--- src/rtl/clkratio_pkg.sv ---
package clkratio_pkg;

    localparam int CTRL_W     = 32;
    localparam int RATIO_W    = 4;
    localparam int NUM_DOM    = 4;
    localparam int DISP_W     = 5;
    localparam int USB_W      = 6;
    localparam int MAX_DIV    = 32;
    localparam int MAIN_CNT_W = $clog2(MAX_DIV);

    typedef enum logic [0:0] {
        ST_RUN  = 1'b0,
        ST_PEND = 1'b1
    } upd_state_t;

    // Ratio code to terminal count (divisor minus one); saturates above code 9.
    function automatic logic [MAIN_CNT_W-1:0] ratio_limit(input logic [RATIO_W-1:0] code);
        logic [MAIN_CNT_W-1:0] lim;
        unique case (code)
            4'd0:    lim = MAIN_CNT_W'(0);
            4'd1:    lim = MAIN_CNT_W'(1);
            4'd2:    lim = MAIN_CNT_W'(2);
            4'd3:    lim = MAIN_CNT_W'(3);
            4'd4:    lim = MAIN_CNT_W'(5);
            4'd5:    lim = MAIN_CNT_W'(7);
            4'd6:    lim = MAIN_CNT_W'(11);
            4'd7:    lim = MAIN_CNT_W'(15);
            4'd8:    lim = MAIN_CNT_W'(23);
            default: lim = MAIN_CNT_W'(MAX_DIV - 1);
        endcase
        return lim;
    endfunction

endpackage

--- src/rtl/clkratio_ctrl.sv ---
module clkratio_ctrl
    import clkratio_pkg::*;
#(
    parameter int CW  = CTRL_W,
    parameter int RW  = RATIO_W,
    parameter int ND  = NUM_DOM,
    parameter int DW  = DISP_W,
    parameter int UW  = USB_W
) (
    input  logic             clk,
    input  logic             rst_n,
    input  logic             wr_en,
    input  logic [CW-1:0]    wr_data,
    input  logic             align,
    output logic [CW-1:0]    ctrl_q,
    output logic [ND*RW-1:0] act_ratios,
    output logic [DW-1:0]    act_disp,
    output logic [UW-1:0]    act_usb,
    output logic             act_full,
    output logic             load,
    output logic             pend
);
    localparam int DISP_LSB = ND * RW;
    localparam int FULL_BIT = DISP_LSB + DW;
    localparam int CE_BIT   = FULL_BIT + 1;
    localparam int USB_LSB  = CE_BIT + 1;

    upd_state_t state_q, state_d;
    logic       wr_ce;

    assign wr_ce = wr_en && wr_data[CE_BIT];

    always_ff @(posedge clk or negedge rst_n) begin
        if (!rst_n) state_q <= ST_RUN;
        else        state_q <= state_d;
    end

    always_comb begin
        state_d = state_q;
        unique case (state_q)
            ST_RUN: begin
                if (wr_ce) state_d = ST_PEND;
            end
            ST_PEND: begin
                if (align)      state_d = wr_ce ? ST_PEND : ST_RUN;
                else if (wr_en) state_d = wr_ce ? ST_PEND : ST_RUN;
            end
        endcase
    end

    always_comb begin
        load = 1'b0;
        pend = 1'b0;
        unique case (state_q)
            ST_RUN:  ;
            ST_PEND: begin
                pend = 1'b1;
                load = align;
            end
        endcase
    end

    always_ff @(posedge clk or negedge rst_n) begin
        if (!rst_n)     ctrl_q <= '0;
        else if (wr_en) ctrl_q <= wr_data;
    end

    always_ff @(posedge clk or negedge rst_n) begin
        if (!rst_n) begin
            act_ratios <= '0;
            act_disp   <= '0;
            act_usb    <= '0;
            act_full   <= 1'b0;
        end else if (load) begin
            act_ratios <= ctrl_q[ND*RW-1:0];
            act_disp   <= ctrl_q[DISP_LSB +: DW];
            act_usb    <= ctrl_q[USB_LSB +: UW];
            act_full   <= ctrl_q[FULL_BIT];
        end
    end

endmodule

--- src/rtl/clkratio_domain.sv ---
module clkratio_domain
    import clkratio_pkg::*;
#(
    parameter int RW = RATIO_W,
    parameter int CNTW = MAIN_CNT_W
) (
    input  logic            clk,
    input  logic            rst_n,
    input  logic [RW-1:0]   code,
    output logic            en,
    output logic [CNTW-1:0] lim
);
    logic [CNTW-1:0] cnt_q;

    assign lim = ratio_limit(code);
    assign en  = (cnt_q == lim);

    always_ff @(posedge clk or negedge rst_n) begin
        if (!rst_n)  cnt_q <= '0;
        else if (en) cnt_q <= '0;
        else         cnt_q <= cnt_q + 1'b1;
    end

endmodule

--- src/rtl/clkratio_tickdiv.sv ---
module clkratio_tickdiv #(
    parameter int W = 5
) (
    input  logic         clk,
    input  logic         rst_n,
    input  logic         clr,
    input  logic         tick,
    input  logic [W-1:0] lim,
    output logic         en
);
    logic [W-1:0] cnt_q;

    assign en = tick && (cnt_q == lim);

    always_ff @(posedge clk or negedge rst_n) begin
        if (!rst_n)      cnt_q <= '0;
        else if (clr)    cnt_q <= '0;
        else if (en)     cnt_q <= '0;
        else if (tick)   cnt_q <= cnt_q + 1'b1;
    end

endmodule

--- src/rtl/clkratio_aux.sv ---
module clkratio_aux
    import clkratio_pkg::*;
#(
    parameter int DW = DISP_W,
    parameter int UW = USB_W
) (
    input  logic          clk,
    input  logic          rst_n,
    input  logic          load,
    input  logic          full,
    input  logic [DW-1:0] disp_lim,
    input  logic [UW-1:0] usb_lim,
    output logic          en_disp,
    output logic          en_usb
);
    logic half_ph_q;
    logic tick;

    assign tick = full || half_ph_q;

    always_ff @(posedge clk or negedge rst_n) begin
        if (!rst_n)    half_ph_q <= 1'b0;
        else if (load) half_ph_q <= 1'b0;
        else           half_ph_q <= ~half_ph_q;
    end

    clkratio_tickdiv #(.W(DW)) u_disp (
        .clk(clk), .rst_n(rst_n), .clr(load), .tick(tick),
        .lim(disp_lim), .en(en_disp)
    );

    clkratio_tickdiv #(.W(UW)) u_usb (
        .clk(clk), .rst_n(rst_n), .clr(load), .tick(tick),
        .lim(usb_lim), .en(en_usb)
    );

endmodule

--- src/rtl/clkratio_gen.sv ---
module clkratio_gen
    import clkratio_pkg::*;
#(
    parameter int CW = CTRL_W,
    parameter int RW = RATIO_W,
    parameter int DW = DISP_W,
    parameter int UW = USB_W
) (
    input  logic          clk,
    input  logic          rst_n,
    input  logic          wr_en,
    input  logic [CW-1:0] wr_data,
    output logic [CW-1:0] rd_data,
    output logic          en_cpu,
    output logic          en_hbus,
    output logic          en_pbus,
    output logic          en_mem,
    output logic          en_disp,
    output logic          en_usb
);
    localparam int ND = NUM_DOM;

    logic [ND*RW-1:0]     act_ratios;
    logic [DW-1:0]        act_disp;
    logic [UW-1:0]        act_usb;
    logic                 act_full;
    logic                 upd_load;
    logic                 upd_pend;
    logic [ND-1:0]        dom_en;
    logic [MAIN_CNT_W-1:0] dom_lim [ND];
    logic                 align;

    assign align = &dom_en;

    clkratio_ctrl #(.CW(CW), .RW(RW), .ND(ND), .DW(DW), .UW(UW)) u_ctrl (
        .clk(clk), .rst_n(rst_n), .wr_en(wr_en), .wr_data(wr_data),
        .align(align), .ctrl_q(rd_data), .act_ratios(act_ratios),
        .act_disp(act_disp), .act_usb(act_usb), .act_full(act_full),
        .load(upd_load), .pend(upd_pend)
    );

    for (genvar d = 0; d < ND; d++) begin : g_dom
        clkratio_domain #(.RW(RW), .CNTW(MAIN_CNT_W)) u_dom (
            .clk(clk), .rst_n(rst_n),
            .code(act_ratios[d*RW +: RW]),
            .en(dom_en[d]), .lim(dom_lim[d])
        );
    end

    clkratio_aux #(.DW(DW), .UW(UW)) u_aux (
        .clk(clk), .rst_n(rst_n), .load(upd_load), .full(act_full),
        .disp_lim(act_disp), .usb_lim(act_usb),
        .en_disp(en_disp), .en_usb(en_usb)
    );

    assign en_cpu  = dom_en[0];
    assign en_hbus = dom_en[1];
    assign en_pbus = dom_en[2];
    assign en_mem  = dom_en[3];

endmodule

--- config.mk ---
export PLATFORM = sky130hd
export DESIGN_NAME = clkratio_gen
export DESIGN_NICKNAME = d
export VERILOG_FILES = /design/src/rtl/clkratio_pkg.sv /design/src/rtl/clkratio_ctrl.sv /design/src/rtl/clkratio_domain.sv /design/src/rtl/clkratio_tickdiv.sv /design/src/rtl/clkratio_aux.sv /design/src/rtl/clkratio_gen.sv
export SDC_FILE = /design/constraint.sdc
export NUM_CORES = 1
export LEC_CHECK = 0
export ABC_AREA = 1
export BUFFER_PORTS_ARGS = -buffer_cell sky130_fd_sc_hd__buf_2
export CAP_MARGIN = 5
export CORE_ASPECT_RATIO = 1.75
export CORE_UTILIZATION = 50
export CTS_CLUSTER_DIAMETER = 120
export CTS_CLUSTER_SIZE = 10
export DETAILED_ROUTE_END_ITERATION = 8
export PLACE_DENSITY = 0.72
export SYNTH_ARGS = -nofsm -noshare
export SYNTH_HDL_FRONTEND = slang
export SYNTH_SLANG_ARGS = --single-unit
--- constraint.sdc ---
create_clock -name clk -period 4.5 [get_ports clk]
set_input_delay 0.9 -clock clk [delete_from_list [all_inputs] [get_ports clk]]
set_output_delay 0.9 -clock clk [all_outputs]
set_load 0.02 [all_outputs]
Yosys cells after proc, flatten, opt, wreduce, memory -nomap -nowiden
Memory sizes are Yosys's and may differ from the RTL's.
Index checks and enable logic that the tools add are counted.
- register bits: 93
- memory bits (read-only): 320
- bits of input ports: 35
- output and inout bits: 38
- logic and storage cells: 54
- memories kept: 4
- add/subtract/negate cells: 6
- equal/unequal tests: 6
- multiplexer cells: 16
- bitwise logic cells: 2
- reductions and logical operators: 7
- memory list (memory ; depth ; width ; rd ports ; clocked after Yosys merged registers in ; wr ports ; line ; RTL):
    (name not given) ; 16 ; 5 ; 1 ; 0 ; 0 ; clkratio_pkg.sv:19 ; unique case (code)
    (name not given) ; 16 ; 5 ; 1 ; 0 ; 0 ; clkratio_pkg.sv:19 ;
    (name not given) ; 16 ; 5 ; 1 ; 0 ; 0 ; clkratio_pkg.sv:19 ;
    (name not given) ; 16 ; 5 ; 1 ; 0 ; 0 ; clkratio_pkg.sv:19 ;
- operators by type and width (cell ; count):
    $mux W5 ; 7
    $add A5 B1 Y5 const B ; 5
    $eq A5 B5 Y1 ; 5
    $mux W6 ; 3
    $add A6 B1 Y6 const B ; 1
    $eq A6 B6 Y1 ; 1
    $reduce_bool A3 Y1 ; 2
    $mux W1 ; 5
    $reduce_and A4 Y1 ; 1
    $logic_and A1 B1 Y1 ; 3
    $not A1 Y1 ; 2
    $pmux W1 S2 ; 1
    $logic_or A1 B1 Y1 ; 1

Depth between registers and ports, before layout
- depth after elaboration: 5
- depth in mapped cells: 14
- gate-level depth less buffers: 12

Modules after synthesis
From an unflattened synthesis, not the netlist that was laid out.
- cells, all modules: 610
- area, all modules: 4737.0 sq um
- modules (own cells, without submodules) (module ; times used ; cells an instance ; area an instance (sq um) ; seq. area each (sq um)):
    clkratio_ctrl ; 1 ; 263 ; 2367.3 ; 1526.5
    clkratio_domain at g_dom[0].u_dom ... ; 3 ; 49 ; 356.6 ; 125.1
    clkratio_tickdiv at u_aux.u_usb ; 1 ; 82 ; 484.2 ; 150.1
    clkratio_domain at g_dom[1].u_dom ; 1 ; 54 ; 397.9 ; 125.1
    clkratio_tickdiv at u_aux.u_disp ; 1 ; 56 ; 366.6 ; 125.1
    clkratio_aux ; 1 ; 5 ; 40.0 ; 25.0
    clkratio_gen ; 1 ; 3 ; 11.3 ; 0.0

Least setup slack after synthesis
Ideal clock, no wire load.
- kind: flip-flop to output port
- start: register u_aux.half_ph_q
- end: output en_usb
- data arrival time: 1.236 ns
- required time: 3.600 ns
- slack: 2.364 ns
- stages on the path, launching flop included: 7
- buffers on the path: 0
- cell sequence: dfrtp_1 nor2_1 clkinv_1 o21ai_0 nor2_1 nand3_1 inv_1
- word-level cells in the longest chain between the ends: 2
- RTL lines (element ; line ; RTL):
    start, declared ; clkratio_aux.sv:16 ; logic half_ph_q;
    start signal, assigned ; clkratio_aux.sv:24 ; else half_ph_q <= ~half_ph_q;
    $logic_or A1 B1 Y1 ; clkratio_aux.sv:19 ; assign tick = full || half_ph_q;
    $logic_and A1 B1 Y1 ; clkratio_tickdiv.sv:13 ; assign en = tick && (cnt_q == lim);
    end, declared ; clkratio_gen.sv:19 ; output logic en_usb
Every way passes these cells.

Worst setup path in the final report
- start: register u_aux.half_ph_q
- end: output en_disp
- word-level cells in the longest chain between the ends: 2
- RTL lines (element ; line ; RTL):
    $logic_or A1 B1 Y1 ; clkratio_aux.sv:19 ;
    $logic_and A1 B1 Y1 ; clkratio_tickdiv.sv:13 ;
    end, declared ; clkratio_gen.sv:18 ; output logic en_disp,
Every way passes these cells.

==> results.yml <==
route:
  via_count: 4119
  ant_nets: 0
  wl_met1_um: 4259
  wl_met3_um: 360
  drc: 0
  top_layer_used: "met4"
  drtIter0Drc: 191
  via_per_inst: 5.017
  drtPass1Iterations: 5
  drt_wl_total_um: 10470
  avgRoutedWirePerCell_um: 12.75
  routed-wl-met2_um: 5586
yosys:
  yosys-top-cells-area: "dfrtp_1 (49%), nand2_1 (20%), nand3_1 (6.3%)"
  synthCells: 627
  synth_seq_cells: 93
  synth_edf_count: 0
  synth_top_area_share_pct: 48.81
  synth_cell_type_count: 29
  ys_warn_count: 0
  synth_common_cells: "nand2_1 (253), dfrtp_1 (93), inv_1 (66)"
  synth_area_um2: 4768
  ys.flop_type: "dfrtp_1"
  synth_area_per_cell_um2: 7.605
  synth_fp_nets: 668
  synth_seq_area_share_pct: 48.81
  yosysMostFrequentCell: "nand2_1"
  synth-async-reset-ratio_pct: 100.0
  yosysTopAreaCell: "dfrtp_1"
worst_setup_path:
  cp-end-kind: "primary output"
  timing.rr.start: "u_ctrl.act_ratios[11]"
  reg2reg_depth: 11
  startpoint: "u_aux.half_ph_q"
  arrival_ps: 1860
  crit_top_cell: "nor2_1"
  startpoint_type: "flop"
  max_stage_delay_ps: 370
  cp_max_fo: 10
  cpMaxStageDelayCell: "dfrtp_1"
  regToRegEndpoint: "u_ctrl.act_ratios[0]"
  worstSetupPathType: "reg2out"
  path_cells: "nor2_1 -> clkinv_1 -> o21ai_0 -> nor2_1 -> nand4_1 -> inv_1 -> buf_2"
  r2r_setup_slack_ps: 2180
  critPathRequiredTime_ps: 3600
hold_path:
  hp-start: "u_ctrl.ctrl_q[31]"
  hold_end: "u_ctrl.ctrl_q[31]"
  hold_depth: 2
  hp-class: "reg2reg"
cts:
  clock_latency_ps: 340
  cts_max_level: 3
  ctsLongestPathBuffers: 2
  post_cts_resized: 0
  numCtsBuffers: 9
  path_clk_slew_ps: 70
  root_buffer: "clkbuf_16"
  cts_setup_buffers: 0
  clock_sinks: 93
  hold_buffers: 0
  cts_tree: "done"
timing:
  worst_pin_slew_ps: 963.4
  rsz0062_at_grt: "false"
  period_minus_slack_ps: 2756
  max_freq_mhz: 362.9
  hold_viol: 0
  finalSetupViolations: 0
  period_share_pct: 61.24
  skew_ps: 6.836
  slew_headroom_pct: 35.70
  setup_tns_ps: 0
  slew_violations: 0
outcome:
  outcome: "finished, final reports clean"
cells_and_area:
  ff_latch_area_um2: 2327
  fillCellCount: 832
  multi_input_area_um2: 2071
  nNetsFinal: 737
  syn2layout_area_growth_pct: 16.09
  drive_gt1_share_pct: 17.26
  finalNonFillerCells: 821
  diodes: 0
  final_area_um2: 5535
floorplan:
  die-area_um2: 9946
  rows: 46
  die_x_um: 75.82
  top_level_ports: 73
  die_h_um: 131.2
  core_area_um2: 9151
  start_util_pct: 52.11
placed_design:
  place_area_um2: 5211
  port_buffers: 72
  placedCellCount: 805
  dp_hpwl_um: 7643
  gp_congestion: 0.8976
global_routing:
  antenna_found_initial: 0
  grt_pass1_wl_um: 18060
  grt_max_degree: 60
  overflow: 0
  grt_usage_pct: 23.66
  grt_pass1_vias: 4171
job:
  drv_cap: 0
power_and_ir_drop:
  p_leak_nw: 3.194
  powerDensity_nw_per_um2: 580.6
  ir_drop_mv: 0.3970
## worst max-delay path by stage
stage	end	slack [ps]	cells past startpoint
after floorplan	en_usb	2360	6
after CTS	en_disp	1740	7
after detailed placement	en_disp	2100	7
final	en_disp	1740	7
after global routing	en_disp	1620	7
after global placement	en_usb	2140	7
## report_power, final
part,leakage (nW),internal (mW),switching [mW]
Clock,0.158,0.492,0.322
Combinational,1.86,0.437,0.704
Sequential,1.18,1.04,0.222
## registers in the layout (all words and copies together) (netlist names)
name / count
u_ctrl.act_usb: 6
u_ctrl.act_ratios: 16
u_ctrl.act_full: 1
u_ctrl.state_q: 1
u_aux.u_usb.cnt_q: 6
g_dom.u_dom.cnt_q: 20
u_ctrl.act_disp: 5
u_aux.u_disp.cnt_q: 5
u_ctrl.ctrl_q: 32
u_aux.half_ph_q: 1
## worst max-delay path, delay by kind of cell, from the launching register on
family | cells | cell delay [ps]
buf+inv | 3 | 530
simple gates | 3 | 450
flops | 1 | 370
compound gates | 1 | 160
## layer usage
| layer | track usage (%) | up-vias |
|---|---|---|
| li1 | - | 2067 |
| met1 | 27.01 | 1929 |
| met2 | 41.84 | 103 |
| met3 | 3.221 | 20 |
| met4 | 10.49 | 0 |
| met5 | 0 | - |
## metrics by stage
stage / power [mW] / utilization (%) / hold WS, ps / setup slack (ps)
after floorplan: 2.116 / - / 441.9 / 2364
after global placement: 2.365 / 56.95 / 453.8 / 2142
after detailed placement: 2.411 / 56.95 / 463.0 / 2104
after CTS: 3.229 / 60.49 / 480.4 / 1736
after global routing: 3.479 / 60.49 / 513.3 / 1620
final: 3.214 / 60.49 / 474.3 / 1744
## kinds of logic after synthesis
kind of cell / synth area share (%)
buffers and inverters: 7.767
adder cells (fa/ha/maj): 1.574
flip-flops: 48.81
AND/OR/NAND/NOR: 36.50
AO/OA/AOI/OAI: 2.231
XOR/XNOR: 3.123
## final cells by class
| cell class | instances | area share, % |
|---|---|---|
| clock buffer | 10 | 4.137 |
| timing repair buffer | 75 | 6.962 |
| clock inverter | 6 | 1.718 |
| multi-input combinational | 443 | 37.41 |
| inverter | 74 | 5.018 |
| tap | 120 | 2.712 |
| sequential | 93 | 42.04 |
## cell usage in the layout (no fill, tap or decap), drive strengths merged
cell type / count
a21oi: 8
a31oi: 1
buf: 75
bufinv: 2
clkbuf: 10
clkinv: 3
dfrtp: 93
ha: 6
inv: 75
nand2: 256
nand3: 71
nand3b: 2
nand4: 9
nor2: 60
nor3: 1
o21ai: 10
o22ai: 1
or2: 1
xnor2: 3
xor2: 14
(Power assumes the default switching activity.)
